===== src/rtl/vga_raster_pkg.sv =====
package vga_raster_pkg;

    // Registered state of the top level that sits outside the counters.
    typedef struct packed {
        logic vis;   // position now presented is visible
    } raster_vis_t;

    // Total span of one axis in clocks or lines.
    function automatic int axis_total(input int act, input int fp, input int syn, input int bp);
        return act + fp + syn + bp;
    endfunction

endpackage


===== src/rtl/raster_axis_counter.sv =====
module raster_axis_counter #(
    parameter int ACT   = 640,
    parameter int FP    = 16,
    parameter int SYN   = 96,
    parameter int BP    = 48,
    localparam int TOTAL = ACT + FP + SYN + BP,
    localparam int W     = $clog2(TOTAL)
) (
    input  logic         clk_i,
    input  logic         rst_ni,
    input  logic         step_i,
    output logic [W-1:0] pos_o,
    output logic         sync_now_o,
    output logic         vis_next_o
);

    localparam logic [W-1:0] LAST    = W'(TOTAL - 1);
    localparam logic [W-1:0] VIS_END = W'(ACT);
    localparam logic [W-1:0] SYN_LO  = W'(ACT + FP);
    localparam logic [W-1:0] SYN_HI  = W'(ACT + FP + SYN - 1);

    typedef struct packed {
        logic [W-1:0] pos;
    } axis_t;

    axis_t axis_d, axis_q;

    always_comb begin
        axis_d = axis_q;
        if (step_i) begin
            if (axis_q.pos == LAST) begin
                axis_d.pos = '0;
            end else begin
                axis_d.pos = axis_q.pos + 1'b1;
            end
        end
    end

    always_ff @(posedge clk_i or negedge rst_ni) begin
        if (!rst_ni) begin
            axis_q <= '0;
        end else begin
            axis_q <= axis_d;
        end
    end

    assign pos_o      = axis_q.pos;
    assign sync_now_o = (axis_q.pos >= SYN_LO) && (axis_q.pos <= SYN_HI);
    assign vis_next_o = (axis_d.pos < VIS_END);

endmodule


===== src/rtl/raster_sync_out.sv =====
module raster_sync_out #(
    parameter bit ACTIVE_HIGH = 1'b0
) (
    input  logic clk_i,
    input  logic rst_ni,
    input  logic hit_i,
    output logic level_o
);

    typedef struct packed {
        logic on;
    } sync_t;

    sync_t sync_d, sync_q;

    always_comb begin
        sync_d    = sync_q;
        sync_d.on = hit_i;
    end

    always_ff @(posedge clk_i or negedge rst_ni) begin
        if (!rst_ni) begin
            sync_q <= '0;
        end else begin
            sync_q <= sync_d;
        end
    end

    generate
        if (ACTIVE_HIGH) begin : g_high
            assign level_o = sync_q.on;
        end else begin : g_low
            assign level_o = ~sync_q.on;
        end
    endgenerate

endmodule


===== src/rtl/vga_raster_gen.sv =====
module vga_raster_gen
    import vga_raster_pkg::*;
#(
    parameter int H_ACT   = 640,
    parameter int H_FP    = 16,
    parameter int H_SYNC  = 96,
    parameter int H_BP    = 48,
    parameter int V_ACT   = 480,
    parameter int V_FP    = 10,
    parameter int V_SYNC  = 2,
    parameter int V_BP    = 33,
    parameter bit HS_ACTIVE_HIGH = 1'b0,
    parameter bit VS_ACTIVE_HIGH = 1'b0,
    parameter int COLOR_W = 10,
    localparam int H_TOT  = H_ACT + H_FP + H_SYNC + H_BP,
    localparam int V_TOT  = V_ACT + V_FP + V_SYNC + V_BP,
    localparam int XW     = $clog2(H_TOT),
    localparam int YW     = $clog2(V_TOT)
) (
    input  logic                 clk_i,
    input  logic                 rst_ni,
    input  logic [3*COLOR_W-1:0] pix_i,
    output logic                 hsync_o,
    output logic                 vsync_o,
    output logic                 blank_no,
    output logic [COLOR_W-1:0]   red_o,
    output logic [COLOR_W-1:0]   green_o,
    output logic [COLOR_W-1:0]   blue_o,
    output logic [XW-1:0]        x_o,
    output logic [YW-1:0]        y_o
);

    localparam logic [XW-1:0] X_LAST = XW'(axis_total(H_ACT, H_FP, H_SYNC, H_BP) - 1);

    logic h_sync_now, h_vis_next;
    logic v_sync_now, v_vis_next;
    logic line_end;

    assign line_end = (x_o == X_LAST);

    raster_axis_counter #(
        .ACT (H_ACT),
        .FP  (H_FP),
        .SYN (H_SYNC),
        .BP  (H_BP)
    ) u_hcnt (
        .clk_i      (clk_i),
        .rst_ni     (rst_ni),
        .step_i     (1'b1),
        .pos_o      (x_o),
        .sync_now_o (h_sync_now),
        .vis_next_o (h_vis_next)
    );

    raster_axis_counter #(
        .ACT (V_ACT),
        .FP  (V_FP),
        .SYN (V_SYNC),
        .BP  (V_BP)
    ) u_vcnt (
        .clk_i      (clk_i),
        .rst_ni     (rst_ni),
        .step_i     (line_end),
        .pos_o      (y_o),
        .sync_now_o (v_sync_now),
        .vis_next_o (v_vis_next)
    );

    // Sync registers take the current position: they lag colour by one clock.
    raster_sync_out #(.ACTIVE_HIGH(HS_ACTIVE_HIGH)) u_hsync (
        .clk_i   (clk_i),
        .rst_ni  (rst_ni),
        .hit_i   (h_sync_now),
        .level_o (hsync_o)
    );

    raster_sync_out #(.ACTIVE_HIGH(VS_ACTIVE_HIGH)) u_vsync (
        .clk_i   (clk_i),
        .rst_ni  (rst_ni),
        .hit_i   (v_sync_now),
        .level_o (vsync_o)
    );

    // Visibility register takes the next position: it matches the coordinates.
    raster_vis_t vis_d, vis_q;

    always_comb begin
        vis_d     = vis_q;
        vis_d.vis = h_vis_next && v_vis_next;
    end

    always_ff @(posedge clk_i or negedge rst_ni) begin
        if (!rst_ni) begin
            vis_q <= '{vis: 1'b1};
        end else begin
            vis_q <= vis_d;
        end
    end

    assign blank_no = vis_q.vis;
    assign red_o    = vis_q.vis ? pix_i[3*COLOR_W-1:2*COLOR_W] : '0;
    assign green_o  = vis_q.vis ? pix_i[2*COLOR_W-1:COLOR_W]   : '0;
    assign blue_o   = vis_q.vis ? pix_i[COLOR_W-1:0]           : '0;

endmodule


===== config.mk =====
export PLATFORM = sky130hd
export DESIGN_NAME = vga_raster_gen
export DESIGN_NICKNAME = d
export VERILOG_FILES = /design/src/rtl/vga_raster_pkg.sv /design/src/rtl/raster_axis_counter.sv /design/src/rtl/raster_sync_out.sv /design/src/rtl/vga_raster_gen.sv
export SDC_FILE = /design/constraint.sdc
export NUM_CORES = 1
export LEC_CHECK = 0
export ABC_AREA = 1
export BUFFER_PORTS_ARGS = -buffer_cell sky130_fd_sc_hd__buf_2
export CAP_MARGIN = 20
export CORE_UTILIZATION = 27
export DETAILED_ROUTE_END_ITERATION = 10
export GPL_ROUTABILITY_DRIVEN = 1
export GPL_TIMING_DRIVEN = 0
export HOLD_SLACK_MARGIN = 0.12
export PLACE_DENSITY = 0.52
export SLEW_MARGIN = 25
export SYNTH_ARGS = -nofsm -noshare
export SYNTH_HDL_FRONTEND = slang
export SYNTH_HIERARCHICAL = 1
export SYNTH_SLANG_ARGS = --single-unit

===== constraint.sdc =====
create_clock -name clk_i -period 2.8 [get_ports clk_i]
set_input_delay 0.14 -clock clk_i [delete_from_list [all_inputs] [get_ports clk_i]]
set_output_delay 0.14 -clock clk_i [all_outputs]
set_load 0.02 [all_outputs]

---- Yosys cells after proc, flatten, opt, wreduce, memory -nomap -nowiden ----
Cells that the tools add are included.
cells by class
  reductions and logical operators ........ 3
  multipliers ............................. 0
  order comparisons ....................... 6
  $add $sub $neg .......................... 2
  multiplexer cells ....................... 6
  div/mod/pow operators ................... 0
  bitwise operators ....................... 2
  equality and inequality tests ........... 2
  shift-type cells ........................ 0
operator list
  operator                                                             count
  two-way mux 10 bit                                                   6
  adder 10 x 1 -> 10 bit (second input constant)                       2
  equality test 10 bit (second input constant)                         2
  greater-or-equal comparator 10 bit (second input constant)           1
  greater-or-equal comparator 10 x 9 -> 1 bit (second input constant)  1
  <= comparator 10 bit (second input constant)                         1
  <= comparator 10 x 9 -> 1 bit (second input constant)                1
  < comparator 10 bit (second input constant)                          1
  < comparator 10 x 9 -> 1 bit (second input constant)                 1
  logical AND 1 bit                                                    3
  inverter 1 bit                                                       2
word-level totals
  input bits .............................. 32
  RAM bits ................................ 0
  word-level logic and storage cells ...... 26
  bits in read-only memories .............. 0
  latch bits .............................. 0
  output and inout port bits .............. 53
  register bits after elaboration ......... 23
  memories ................................ 0

---- Depth between registers and ports, before layout ----
  word-level depth ........................ 5
  mapped depth ............................ 16
  gate-level depth less buffers ........... 15

---- By module ----
The synthesis kept the hierarchy.
modules (own cells, without submodules)
  module                        cells each  seq. area each (µm²)  instances  area each (µm²)
  raster_axis_counter (u_vcnt)  93          250.2                 1          665.6
  raster_axis_counter (u_hcnt)  80          250.2                 1          600.6
  vga_raster_gen                77          26.3                  1          336.6
  raster_sync_out               2           25.0                  2          28.8

---- Least setup slack after synthesis ----
OpenSTA, ideal clock, no wires.
  kind .................................... reg2reg
  start ................................... register u_hcnt.axis_q (netlist bit u_hcnt/pos_o[4])
  end ..................................... register vis_q (netlist: blank_no)
  data required time ...................... 2.728 ns
  cell stages (with the launch flop) ...... 15
  setup time .............................. 0.072 ns
  path slack .............................. 1.062 ns
  arrival ................................. 1.666 ns
  clock period less this slack ............ 1.738 ns
  path buffers ............................ 1
  cells stage by stage .................... dfrtp_1 -> inv_1 -> nor2_1 -> nand3_1 -> nor2_1 -> buf_4 -> nand2_2 -> nor2_2 -> nand2_1 -> xor2_1 -> nand2_1 -> nor2_1 -> nor2_1 -> nand2_1 -> inv_1
RTL lines
  item                    line                       source
  from (decl)             raster_axis_counter.sv:26  axis_t axis_d, axis_q;
  from (signal assigned)  raster_axis_counter.sv:43  axis_q <= axis_d;
  to (signal assigned)    vga_raster_gen.sv:94       vis_q <= '{vis: 1'b1};
  to (signal assigned)    vga_raster_gen.sv:96       vis_q <= vis_d;
  to (decl)               vga_raster_gen.sv:85       raster_vis_t vis_d, vis_q;

==> metrics.txt <==
clock tree buffer depth=2; crit path kind=register to register; global route overflow=0; FILL cells=around 650; TritonCTS Sinks=23; Worst Path Max Fanout=10; Mapped Cells=between 200 and 300; syn_area_per_cell=6.54 um2; worst hold path type=input port to asynchronous set/reset pin; total power draw=1440 uW; Net Count, Synth=291; via count=~1700; DRC viols=0; Routed Antenna Nets=0; Avg WL per Cell=9.58 um; final instance area=2230 um2; critical path startpoint category=register; critical path required time=approximately 3 ns; clk_lat worst skew=0.26 ns; EDFF count, synth=0; global-route wire length before repair=approximately 6.3 mm; final HPWL from detailed placement=around 3.2 mm; Async SR Flop Fraction=1.00; height of the chip=just over 80 um; largest family of logic cells by synthesized area=simple AND/OR/NAND/NOR gates; Placed Area=2170 um2; Slew Viols, Final=0; total iterations of the first detailed-routing run=4; Cell Pwr Density=~650 nW/um2; Worst-path clk slew=about 0.080 ns; H-tree depth=1; Die ar.=roughly 6500 um2; crit end category=register; Antenna Diode Count=0; vias in the first global route=between 1000 and 1500; # IOs=85; Final WS setup=0.956 ns; synth unique cells=27; ratio of cells with drive above 1 in the final layout=0.315; Compound-Gate Fraction of Synth Area=0.0377; Post-Synth Simple-Gate Area=0.366; YS warnings=6; Synth Area in XOR/XNOR=0.0264; CTS resizes=0; TNS Setup=0 ns; Final Critical Period=~1.8 ns; gr usage total=0.123; final hold violations=0; Synth Flop Type=dfrtp_1; status=completed; post-synthesis instance area=about 1700 um2; Die W=between 80 and 90 um; MaxCap Viol Count=0; Max IR drop VDD=0.000373 V; via-per-instance ratio=just over 4; register area share after synthesis=0.347; port buffer count=84; initial core utilization=0.280; adder-cell area share of the yosys netlist=0.0377; CTS Buf Count=3; core area=around 6000 um2; crit share post-route=0.659; Layout area overhead=34.3%; initial antenna violation count=0; Setup violations, final=0; CTS tree=yes; RSZ-0062 raised after global routing=false; mux cell area share after synthesis=0.00603; Peak Freq=between 500 and 600 MHz; pin count of the biggest net entering global routing=24; Rows=28; Slew HR=0.643; nets@finish=381; Yosys reg bits=23; GPL Wtd Cong=0.759; leakage power=0.00151 uW; Root Buffer=clkbuf_8; Total Routed Length=roughly 4 mm; number of DRC markers in iteration 0=46; Critical Path AT=approximately 2.1 ns; clk_skew=between 0.003 and 0.004 ns; Place WS=between 0.9 and 1 ns; worst slew pin tran=about 0.54 ns; Post-CTS Setup Inserts=0
synth_stat cells (all sizes together), types with 3 or more instances:
cell type,number,share of area
buf,5,0.029
inv,65,0.15
nand4,3,0.011
xor2,4,0.021
nor3,5,0.015
a21oi,6,0.018
dfrtp,22,0.33
o21ai,5,0.015
ha,5,0.038
nand2,75,0.18
nor2,31,0.085
nand3,18,0.054
power breakdown:
| part | switching (uW) | internal (uW) |
|---|---|---|
| Sequential | 124 | 413 |
| Combinational | 442 | 259 |
| Clock | 102 | 101 |
| Total | 668 | 773 |
cells in the final DEF (no fill, tap or decap):
| cell | Yosys | layout |
|---|---|---|
| or2_2 | 2 | 2 |
| xnor2_1 | 1 | 1 |
| inv_2 | 1 | 1 |
| nor2_2 | 4 | 4 |
| nand2_2 | 5 | 5 |
| nor4_1 | 1 | 1 |
| xor2_1 | 4 | 4 |
| dfstp_2 | 1 | 1 |
| buf_6 | 3 | 3 |
| a21boi_0 | 1 | 1 |
| nand3b_2 | 1 | 1 |
| clkbuf_1 | 0 | 1 |
| buf_2 | 0 | 84 |
| ha_1 | 5 | 5 |
| conb_1 | 1 | 1 |
| a21oi_1 | 6 | 6 |
| nand4_1 | 3 | 3 |
| clkbuf_8 | 0 | 3 |
| nand3_1 | 18 | 18 |
| o21ai_0 | 4 | 4 |
| nor2_4 | 2 | 2 |
| dfrtp_1 | 22 | 22 |
| nand2_1 | 70 | 70 |
| o21ai_1 | 1 | 1 |
| and3b_1 | 1 | 1 |
| inv_1 | 64 | 64 |
| nor2_1 | 25 | 25 |
| nor3_1 | 5 | 5 |
| mux2i_1 | 1 | 1 |
| dlygate4sd3_1 | 0 | 1 |
| buf_4 | 2 | 2 |
sequential cells by signal, indices dropped and copies added, names as in the netlist:
name	count
u_hcnt/pos_o	10
blank_no	1
u_vsync/sync_q	1
u_vcnt/pos_o	10
u_hsync/sync_q	1
metrics by stage:
step                      hold slack [ns]  utilization  instances
after floorplan                    -0.156            -        254
after global placement              0.169        0.367        413
after detailed placement            0.160        0.367        413
after CTS                           0.407        0.377        418
after global routing                0.442        0.377        418
final                               0.387        0.377        418
worst paths after layout:
check                                     start              end  slack, ns  cells past startpoint
worst max register to register  u_hcnt/pos_o[4]         blank_no       0.96                     14
worst min-delay path                     rst_ni  u_hcnt/pos_o[2]       0.39                      2
min in group clk_i                    pix_i[23]         red_o[3]       0.57                      4
worst max-delay path            u_hcnt/pos_o[4]         blank_no       0.96                     14
worst min register to register  u_vcnt/pos_o[0]  u_vcnt/pos_o[0]       0.59                      1
max in group asynchronous                rst_ni         blank_no       2.04                      2
kinds of logic (layout without fill, tap and decap cells):
kind of cell               Yosys count  after routing
AOI/OAI and AO/OA                   12             12
xor gates and xnor gates             5              5
adders and majority gates            5              5
buffers and inverters               70            159
DFF                                 23             23
muxes                                1              1
other                                1              1
and+or+nand+nor                    137            137
worst max-delay path: stages, from the launching register on:
cell and delay [ns]:
dfrtp_1 0.49, inv_1 0.06, nor2_1 0.08, nand3_1 0.07
nor2_1 0.08, buf_4 0.17, nand2_2 0.08, nor2_2 0.15
nand2_1 0.08, xor2_1 0.19, nand2_1 0.07, nor2_1 0.11
nor2_1 0.05, nand2_1 0.05, inv_1 0.03
timing repair:
item                                   4_1_cts  5_1_grt
setup endpoints to repair                    0        0
hold buffers                                 1        0
endpoints found under the hold margin       22        0
area by class of cell:
type | instances | area (um2) | share of cell area
multi-input cells | 161 | 791 | 0.355
flip-flops and latches | 23 | 577 | 0.259
repair buffers | 85 | 430 | 0.193
inverters | 65 | 244 | 0.109
well taps | 75 | 93.8 | 0.0421
plain buffers | 5 | 48.8 | 0.0219
clock buffers | 4 | 45.0 | 0.0202
layer usage:
metal | track usage | up-vias | part of all wire
li1 | - | 924 | -
met1 | 0.156 | 732 | 0.45
met2 | 0.216 | 49 | 0.48
met3 | 0.0239 | 4 | 0.064
met4 | 0.0214 | 0 | 0.0062
met5 | 0 | - | 0
Note: power is estimated with default switching activity, not from simulation.
